$ cat config.mk
export PLATFORM = sky130hd
export DESIGN_NAME = sdcmd_seq
export DESIGN_NICKNAME = d
export VERILOG_FILES = /design/src/rtl/sdcmd_pkg.sv /design/src/rtl/sdcmd_watchdog.sv /design/src/rtl/sdcmd_check.sv /design/src/rtl/sdcmd_resp_store.sv /design/src/rtl/sdcmd_seq.sv
export SDC_FILE = /design/constraint.sdc
export NUM_CORES = 1
export LEC_CHECK = 0
export BUFFER_PORTS_ARGS = -buffer_cell sky130_fd_sc_hd__buf_2
export CAP_MARGIN = 40
export CORE_AREA = 3 3 145 147
export DETAILED_ROUTE_END_ITERATION = 16
export DIE_AREA = 0 0 148 150
export GPL_ROUTABILITY_DRIVEN = 1
export PLACE_DENSITY = 0.79
export SLEW_MARGIN = 25
export SYNTH_ARGS = -nofsm -noshare
export SYNTH_HDL_FRONTEND = slang
export SYNTH_SLANG_ARGS = --single-unit
export TNS_END_PERCENT = 50
$ cat constraint.sdc
create_clock -name clk -period 5.9 [get_ports clk]
set_input_delay 0.59 -clock clk [delete_from_list [all_inputs] [get_ports clk]]
set_output_delay 0.59 -clock clk [all_outputs]
set_load 0.02 [all_outputs]
$ cat src/rtl/sdcmd_pkg.sv
package sdcmd_pkg;
    localparam int IDX_W      = 6;
    localparam int CFG_W      = 14;
    localparam int IDX_LSB    = 8;
    localparam int RSVD_BIT   = 7;
    localparam int DMODE_LSB  = 5;
    localparam int IDXCHK_BIT = 4;
    localparam int CRCCHK_BIT = 3;
    localparam int BUSY_BIT   = 2;
    localparam int RTYPE_LSB  = 0;

    typedef enum logic [2:0] {
        ST_IDLE,
        ST_SEND,
        ST_RESP,
        ST_WBUSY,
        ST_FIN
    } seq_state_t;

    typedef struct packed {
        logic tmo;
        logic crc;
        logic idx;
    } err_flags_t;
endpackage

$ cat src/rtl/sdcmd_watchdog.sv
module sdcmd_watchdog #(
    parameter int TMO_W = 16
) (
    input  logic             clk,
    input  logic             rst_n,
    input  logic             clr_i,
    input  logic             run_i,
    input  logic             tick_i,
    input  logic [TMO_W-1:0] limit_i,
    output logic             expired_o
);
    logic [TMO_W-1:0] cnt_q;
    logic [TMO_W-1:0] lim_q;

    always_ff @(posedge clk or negedge rst_n) begin
        if (!rst_n) begin
            cnt_q <= '0;
            lim_q <= '0;
        end else if (clr_i) begin
            cnt_q <= '0;
            lim_q <= limit_i;
        end else if (run_i && tick_i && (cnt_q != '1)) begin
            cnt_q <= cnt_q + 1'b1;
        end
    end

    assign expired_o = (lim_q != '0) && (cnt_q >= lim_q);
endmodule

$ cat src/rtl/sdcmd_check.sv
module sdcmd_check #(
    parameter int IDX_W = 6
) (
    input  logic             idx_chk_i,
    input  logic             crc_chk_i,
    input  logic [IDX_W-1:0] want_idx_i,
    input  logic [IDX_W-1:0] got_idx_i,
    input  logic             crc_ok_i,
    output logic             idx_err_o,
    output logic             crc_err_o
);
    assign idx_err_o = idx_chk_i && (want_idx_i != got_idx_i);
    assign crc_err_o = crc_chk_i && !crc_ok_i;
endmodule

$ cat src/rtl/sdcmd_resp_store.sv
module sdcmd_resp_store #(
    parameter int WORD_W    = 32,
    parameter int NWORDS    = 4,
    parameter int RESP_BITS = 120
) (
    input  logic                     clk,
    input  logic                     rst_n,
    input  logic                     cap_i,
    input  logic                     long_i,
    input  logic [RESP_BITS-1:0]     data_i,
    output logic [NWORDS*WORD_W-1:0] resp_o
);
    localparam int RESP_W = NWORDS * WORD_W;

    logic [RESP_W-1:0] padded;
    assign padded = RESP_W'(data_i);

    for (genvar w = 0; w < NWORDS; w++) begin : g_word
        logic [WORD_W-1:0] word_q;
        always_ff @(posedge clk or negedge rst_n) begin
            if (!rst_n) begin
                word_q <= '0;
            end else if (cap_i) begin
                word_q <= (long_i || (w == 0)) ? padded[w*WORD_W +: WORD_W] : '0;
            end
        end
        assign resp_o[w*WORD_W +: WORD_W] = word_q;
    end
endmodule

$ cat src/rtl/sdcmd_seq.sv
module sdcmd_seq
    import sdcmd_pkg::*;
#(
    parameter int ARG_W     = 32,
    parameter int TMO_W     = 16,
    parameter int WORD_W    = 32,
    parameter int NWORDS    = 4,
    parameter int RESP_BITS = 120
) (
    input  logic                     clk,
    input  logic                     rst_n,
    input  logic                     start_i,
    input  logic [CFG_W-1:0]         cfg_i,
    input  logic [ARG_W-1:0]         arg_i,
    input  logic [TMO_W-1:0]         timeout_i,
    input  logic                     tick_i,
    output logic                     phy_req_o,
    output logic [2+IDX_W+ARG_W-1:0] phy_frame_o,
    output logic                     phy_resp_long_o,
    input  logic                     phy_sent_i,
    input  logic                     phy_resp_vld_i,
    input  logic [IDX_W-1:0]         phy_resp_idx_i,
    input  logic                     phy_resp_crc_ok_i,
    input  logic [RESP_BITS-1:0]     phy_resp_data_i,
    input  logic                     card_busy_i,
    output logic                     busy_o,
    output logic [NWORDS*WORD_W-1:0] resp_o,
    output logic                     evt_done_o,
    output logic                     evt_err_o,
    output logic                     evt_tmo_o,
    output logic                     evt_crc_o,
    output logic                     evt_idx_o,
    output logic                     rd_start_o,
    output logic                     wr_start_o
);
    localparam int RESP_W = NWORDS * WORD_W;

    seq_state_t       st_q, st_d;
    err_flags_t       err_q, err_d;
    logic [CFG_W-1:0] cfg_q;
    logic [ARG_W-1:0] arg_q;
    logic [IDX_W-1:0] idx_q;
    logic [1:0]       rtype_q, dmode_q;
    logic             accept, expired, running, cap_en;
    logic             idx_err, crc_err, busy_en, resp_none, fin, any_err;
    logic             cfg_unused;

    assign idx_q      = cfg_q[IDX_LSB +: IDX_W];
    assign rtype_q    = cfg_q[RTYPE_LSB +: 2];
    assign dmode_q    = cfg_q[DMODE_LSB +: 2];
    assign busy_en    = cfg_q[BUSY_BIT];
    assign resp_none  = (rtype_q == 2'd0);
    assign cfg_unused = cfg_q[RSVD_BIT];

    assign accept  = (st_q == ST_IDLE) && start_i;
    assign running = (st_q == ST_SEND) || (st_q == ST_RESP) || (st_q == ST_WBUSY);

    // Command parameters are frozen for the life of a transaction.
    always_ff @(posedge clk or negedge rst_n) begin
        if (!rst_n) begin
            cfg_q <= '0;
            arg_q <= '0;
        end else if (accept) begin
            cfg_q <= cfg_i;
            arg_q <= arg_i;
        end
    end

    sdcmd_watchdog #(.TMO_W(TMO_W)) u_wdog (
        .clk       (clk),
        .rst_n     (rst_n),
        .clr_i     (accept),
        .run_i     (running),
        .tick_i    (tick_i),
        .limit_i   (timeout_i),
        .expired_o (expired)
    );

    sdcmd_check #(.IDX_W(IDX_W)) u_check (
        .idx_chk_i  (cfg_q[IDXCHK_BIT]),
        .crc_chk_i  (cfg_q[CRCCHK_BIT]),
        .want_idx_i (idx_q),
        .got_idx_i  (phy_resp_idx_i),
        .crc_ok_i   (phy_resp_crc_ok_i),
        .idx_err_o  (idx_err),
        .crc_err_o  (crc_err)
    );

    sdcmd_resp_store #(
        .WORD_W    (WORD_W),
        .NWORDS    (NWORDS),
        .RESP_BITS (RESP_BITS)
    ) u_store (
        .clk    (clk),
        .rst_n  (rst_n),
        .cap_i  (cap_en),
        .long_i (rtype_q[1]),
        .data_i (phy_resp_data_i),
        .resp_o (resp_o)
    );

    // State register and error flags.
    always_ff @(posedge clk or negedge rst_n) begin
        if (!rst_n) begin
            st_q  <= ST_IDLE;
            err_q <= '0;
        end else begin
            st_q  <= st_d;
            err_q <= accept ? '0 : err_d;
        end
    end

    // Next state: the watchdog outranks every other event.
    always_comb begin
        st_d   = st_q;
        err_d  = err_q;
        cap_en = 1'b0;
        unique case (st_q)
            ST_IDLE: begin
                if (start_i) st_d = ST_SEND;
            end
            ST_SEND: begin
                if (expired) begin
                    err_d.tmo = 1'b1;
                    st_d      = ST_FIN;
                end else if (phy_sent_i) begin
                    if (!resp_none) st_d = ST_RESP;
                    else if (busy_en) st_d = ST_WBUSY;
                    else st_d = ST_FIN;
                end
            end
            ST_RESP: begin
                if (expired) begin
                    err_d.tmo = 1'b1;
                    st_d      = ST_FIN;
                end else if (phy_resp_vld_i) begin
                    cap_en    = 1'b1;
                    err_d.idx = idx_err;
                    err_d.crc = crc_err;
                    if (idx_err || crc_err) st_d = ST_FIN;
                    else if (busy_en) st_d = ST_WBUSY;
                    else st_d = ST_FIN;
                end
            end
            ST_WBUSY: begin
                if (expired) begin
                    err_d.tmo = 1'b1;
                    st_d      = ST_FIN;
                end else if (!card_busy_i) begin
                    st_d = ST_FIN;
                end
            end
            ST_FIN: begin
                st_d = ST_IDLE;
            end
            default: begin
                st_d = ST_IDLE;
            end
        endcase
    end

    // Outputs decoded from state and flags.
    always_comb begin
        fin             = (st_q == ST_FIN);
        any_err         = err_q.tmo || err_q.crc || err_q.idx;
        busy_o          = (st_q != ST_IDLE);
        phy_req_o       = (st_q == ST_SEND);
        phy_frame_o     = {2'b01, idx_q, arg_q};
        phy_resp_long_o = rtype_q[1];
        evt_done_o      = fin && !any_err;
        evt_err_o       = fin && any_err;
        evt_tmo_o       = fin && err_q.tmo;
        evt_crc_o       = fin && err_q.crc;
        evt_idx_o       = fin && err_q.idx;
        rd_start_o      = evt_done_o && (dmode_q == 2'd1);
        wr_start_o      = evt_done_o && (dmode_q == 2'd2);
    end
endmodule

### After elaboration in Yosys (flattened, before gate mapping)

Cells that the tools add are included.

| word-level totals | value |
|---|---|
| register bits after elaboration | 212 |
| bits in latches | 0 |
| bits in writable memories | 0 |
| memory bits (read-only) | 0 |
| output and inout bits | 178 |
| logic and storage cells | 85 |
| memories | 0 |

| cells by class | value |
|---|---|
| add/subtract/negate cells | 1 |
| multiply operators | 0 |
| divide/modulo/power cells | 0 |
| order comparisons | 1 |
| equal/unequal tests | 14 |
| shift-type cells | 0 |
| mux-type cells | 25 |
| bitwise logic cells | 0 |
| reduce and logical (&&, ||, !) cells | 32 |

Operators with widths:

| kind | number |
|---|---|
| 32-bit 2-to-1 mux | 2 |
| 3-bit 2-to-1 mux | 11 |
| 16-bit 2-to-1 mux | 2 |
| 24-bit 2-to-1 mux | 1 |
| 16-bit by 1-bit adder with 16-bit output (second input constant) | 1 |
| 16-bit >= comparator | 1 |
| 16-bit inequality test (second input constant) | 1 |
| 16-bit nonzero test | 1 |
| 1-bit logical AND | 13 |
| 3-bit case mux with 4 select lines | 1 |
| 3-bit by 2-bit == test with 1-bit output (second input constant) | 2 |
| 2-bit 2-to-1 mux | 3 |
| 3-bit by 1-bit inequality test with 1-bit output (second input constant) | 2 |
| 3-bit inequality test (second input constant) | 2 |
| 6-bit inequality test | 1 |
| 2-bit nonzero test | 3 |
| 1-bit logical OR | 5 |
| 1-bit 2-to-1 mux | 5 |
| 2-bit inequality test (second input constant) | 2 |
| 4-bit AND reduction | 1 |
| 4-bit nonzero test | 1 |
| 3-bit by 1-bit == test with 1-bit output (second input constant) | 1 |
| 3-bit == test (second input constant) | 1 |
| 3-bit logical NOT | 1 |
| 8 further kinds | 9 |

### Longest topological paths before layout

| logic depth | value |
|---|---|
| word-level depth | 7 |
| gate-level depth with buffers | 11 |
| depth with buffers taken out | 8 |

### By module

A second synthesis with hierarchy kept.

| unflattened totals | value |
|---|---|
| cells, all modules | 848 |
| area total of the unflattened synthesis | 9113.7 µm² |

By module, submodules not included:

| module | instances | cells each | area each (µm²) | seq. area each (µm²) |
|---|---|---|---|---|
| sdcmd_resp_store | 1 | 458 | 4892.2 | 3002.9 |
| sdcmd_seq | 1 | 164 | 2230.9 | 1276.2 |
| sdcmd_watchdog | 1 | 217 | 1916.8 | 800.8 |
| sdcmd_check | 1 | 9 | 73.8 | 0.0 |

### Least setup slack after synthesis

No wires, ideal clock.

| timing | value |
|---|---|
| kind | register to register |
| start point | register u_wdog.cnt_q[13] |
| end point | register u_store.g_word[0].word_q[14] |
| setup time | 0.128 ns |
| arrival time | 2.693 ns |
| data required time | 5.772 ns |
| path slack | 3.079 ns |
| stages on the path, launching flop included | 10 |
| buffers on the path | 2 |
| path through | dfrtp_1 -> ha_1 -> a21o_1 -> a21o_1 -> a2111o_1 -> o31a_1 -> or3b_1 -> buf_2 -> buf_6 -> mux2_1 |

| between the ends | value |
|---|---|
| cells in the longest elaborated chain, start to end | 4 |

Ends and longest elaborated chain:

| what | line | RTL |
|---|---|---|
| start: declaration | sdcmd_watchdog.sv:12 | `logic [TMO_W-1:0] cnt_q;` |
| start signal: assignment | sdcmd_watchdog.sv:23 | `cnt_q <= cnt_q + 1'b1;` |
| 16-bit >= comparator | sdcmd_watchdog.sv:27 | `assign expired_o = (lim_q != '0) && (cnt_q >= lim_q);` |
| 1-bit logical AND | sdcmd_watchdog.sv:27 |  |
| 1-bit 2-to-1 mux | sdcmd_seq.sv:133 | `if (expired) begin` |
| 1-bit 2-to-1 mux | sdcmd_seq.sv:118 | `unique case (st_q)` |
| end signal: assignment | sdcmd_resp_store.sv:24 | `word_q <= (long_i \|\| (w == 0)) ? padded[w*WORD_W +: WORD_W] : '0;` |
| end: declaration | sdcmd_resp_store.sv:19 | `logic [WORD_W-1:0] word_q;` |

No other way between the ends.
A chain may end at the register's enable or synchronous reset.

### Final worst setup path

| timing | value |
|---|---|
| start point | register u_wdog.cnt_q[13] |
| end point | register u_store.g_word[0].word_q[5] |

Same word-level chain as after synthesis.

==> results.md <==
- Status: completed
- Cell row count: 52
- Max-slew headroom: 54.43%
- CTS sink count: 203
- Period utilisation layout: 58.83%
- Crit-path cells: ha_1 -> a21o_1 -> a21o_1 -> a2111o_1 -> o31a_1 -> or3b_4 -> buf_12 -> mux2_1
- Async SR Flop Fraction: 100.0%
- First DRT Iteration DRCs: 258
- Crit path kind: reg2reg
- CTS Buf Count: 22
- HPWL after DPL: 17.54 mm
- ANT cells: 0
- DIE WIDTH: 148 um
- Initial Util: 45.79%
- Sequential area share after synthesis: 55.37%
- CTS Hold Buffers Added: 0
- Worst skew pair latency: 0.49 ns
- Worst Path Arrival: 3.84 ns
- Antenna viol nets, final: 0
- Power per cell area: 542.3 mW/mm^2
- TritonCTS clock tree: yes
- Synth-to-Final Area Change: 29.22%
- DR WL/cell: 15.54 um
- WHS: 0.1411 ns
- Most frequent cells after synthesis: nand2_1 (252), dfrtp_1 (203), inv_1 (110)
- Cell with the most instances after synthesis: nand2_1
- Final net count: 1,467
- Synth Register Bits: 203
- Filler cell count: 1,688
- H-tree depth: 1
- Ys flop type: dfrtp_1
- Port bufs: 362
- Vias in the first global route: 7,294
- Leak: 0.006914 uW
- Grt total ovfl: 0
- First-pass GRT wire length: 37.20 mm
- CP max stage cell: or3b_4
- Height of the chip: 150 um
- Worst Setup Start Kind: flip-flop
- EDFF count, synth: 0
- Postcts setup bufs: 0
- Share of layout cells above drive strength 1: 32.20%
- Max VDD drop: 0.3121 mV
- Routed WL: 23.89 mm
- Post-cts resize count: 0
- Tot GR Track Use: 20.40%
- TNS Setup: 0 ns
- Hold Crit Class: in2async
- Initial antenna violation count: 0
- Vias: 7,415
- Drt first pass iters: 4
- Critical Path RT: 6.27 ns
- Largest net degree at the start of global routing: 103
- Worst setup EP type: flip-flop
- Synth cell types: 45
- Clock Path Buffers: 3
- Synth top area cells: dfrtp_1 (55%), nand2_1 (10%), mux2i_1 (9.9%)
- Fmax: 288.1 MHz
- Die ar.: 0.02220 mm^2
- Top cell by count, worst path: a21o_1
- Final Max Slew Viols: 0
- Post-DR vias/cell: 4.824
- Min Tclk post-route: 3.471 ns
- Core area: 0.02004 mm^2
- Largest stage delay on the critical path: 0.62 ns
- Fin. Hold Viols: 0
- Yosys Warn Count: 0
- Cell area after synthesis: 0.009175 mm^2
- Final setup violation count: 0
- Measured slew at the worst slew-check pin: 0.6835 ns
- Top cell type's share of synthesized area: 55.37%
- Drt drc: 0
- Maxcap violations: 0
- CP max FO: 102
- RSZ-0062 raised after global routing: false
- Worst Skew: 0.008860 ns
- Cell taking the most area after synthesis: dfrtp_1
- Post-synthesis cell count: 907
- Gpl congestion: 0.8115
- CTS root buffer: clkbuf_16
- Ports: 374
- Post-Syn Area per Cell: 10.12 um^2
- Clock Pin Slew Worst Setup and Hold Paths: 0.06 ns
## worst paths after layout
path | start | end | slack (ns) | cells after the start
worst min-delay path | rst_n | u_store.g_word[3].word_q[3]$_DFFE_PN0P_ | 0.14 | 1
worst max-delay path | u_wdog.cnt_q[13]$_DFFE_PN0P_ | u_store.g_word[0].word_q[5]$_DFFE_PN0P_ | 2.43 | 8
max in group asynchronous | rst_n | u_wdog.lim_q[15]$_DFFE_PN0P_ | 4.78 | 3
worst min register to register | arg_q[9]$_DFFE_PN0P_ | arg_q[9]$_DFFE_PN0P_ | 0.47 | 2
min in group clk | arg_i[17] | arg_q[17]$_DFFE_PN0P_ | 0.28 | 3
worst max register to register | u_wdog.cnt_q[13]$_DFFE_PN0P_ | u_store.g_word[0].word_q[5]$_DFFE_PN0P_ | 2.43 | 8
## per-stage QoR
stage / worst slack (ns) / util, % / total power (uW) / instance area (um^2) / cells
after floorplan: 3.079 / - / 4159 / 9205 / 915
after global placement: 2.499 / 55.21 / 5030 / 11060 / 1495
after detailed placement: 2.434 / 55.58 / 5180 / 11140 / 1498
after CTS: 2.411 / 58.89 / 6485 / 11800 / 1535
after global routing: 2.325 / 59.17 / 6867 / 11860 / 1537
final: 2.429 / 59.17 / 6430 / 11860 / 1537
## where the power goes
part           internal (uW)  switching [uW]  total (uW)  leakage [uW]
Clock                    747             525        1270      0.000329
Combinational            970            1800        2770       0.00399
Sequential              2030             364        2390       0.00259
Total                   3750            2680        6430       0.00691
## final cells by class
class | instances | area, um^2 | share of cell area, %
Inverter | 111 | 416.7 | 3.514
Tap cell | 270 | 337.8 | 2.849
Clock buffer | 33 | 643.1 | 5.424
Sequential cell | 203 | 5081 | 42.86
Multi-Input combinational cell | 544 | 3357 | 28.31
Clock inverter | 4 | 20.02 | 0.1688
Timing Repair Buffer | 372 | 2001 | 16.87
## sequential cells by signal, summed over array words and instances, names as in the netlist
name,cells
u_store.g_word.word_q,120
arg_q,32
u_wdog.cnt_q,16
u_wdog.lim_q,16
cfg_q,13
err_q,3
st_q,3
## routing by layer
metal | vias to the layer above | track usage (%) | wire length (um)
li1 | 3560 | - | -
met1 | 3505 | 25.53 | 9597
met2 | 302 | 35.30 | 11770
met3 | 48 | 4.694 | 1847
met4 | 0 | 6.374 | 671
met5 | - | 0 | 0
## placed cells by master (no fill, tap or decap), types with 5 or more instances in the layout
cell type,netlist,routed
a21oi_1,7,7
and3_1,6,6
buf_2,2,361
clkbuf_1,27,7
clkbuf_16,0,23
conb_1,2,10
dfrtp_1,203,202
ha_1,17,17
inv_1,110,110
mux2_1,32,32
mux2i_1,91,91
nand2_1,252,252
nand3_1,12,11
nand4_1,9,9
nor2_1,19,18
nor3_1,6,6
nor4_1,5,5
o21ai_0,7,7
o21ai_1,19,19
xnor2_1,9,9
xor2_1,6,6
## kinds of logic (layout without fill, tap and decap cells)
group | Yosys count | after routing | share of synthesized area [%]
buffers and inverters | 168 | 520 | 8.537
and+or+nand+nor | 326 | 326 | 14.82
DFF | 203 | 203 | 55.37
muxes | 124 | 124 | 13.98
adders and majority gates | 17 | 17 | 2.318
AOI/OAI and AO/OA | 52 | 52 | 3.464
other | 2 | 10 | 0.08185
xor gates and xnor gates | 15 | 15 | 1.432
## critical path, delay by kind of cell, from the launching register on
| kind | cells | cell delay [ns] |
|---|---|---|
| AOI/OAI and AO/OA | 4 | 1.15 |
| adders and majority gates | 1 | 0.31 |
| buffers and inverters | 1 | 0.34 |
| DFF | 1 | 0.42 |
| muxes | 1 | 0.42 |
| and+or+nand+nor | 1 | 0.62 |
Note: power is estimated with default switching activity, not from simulation.
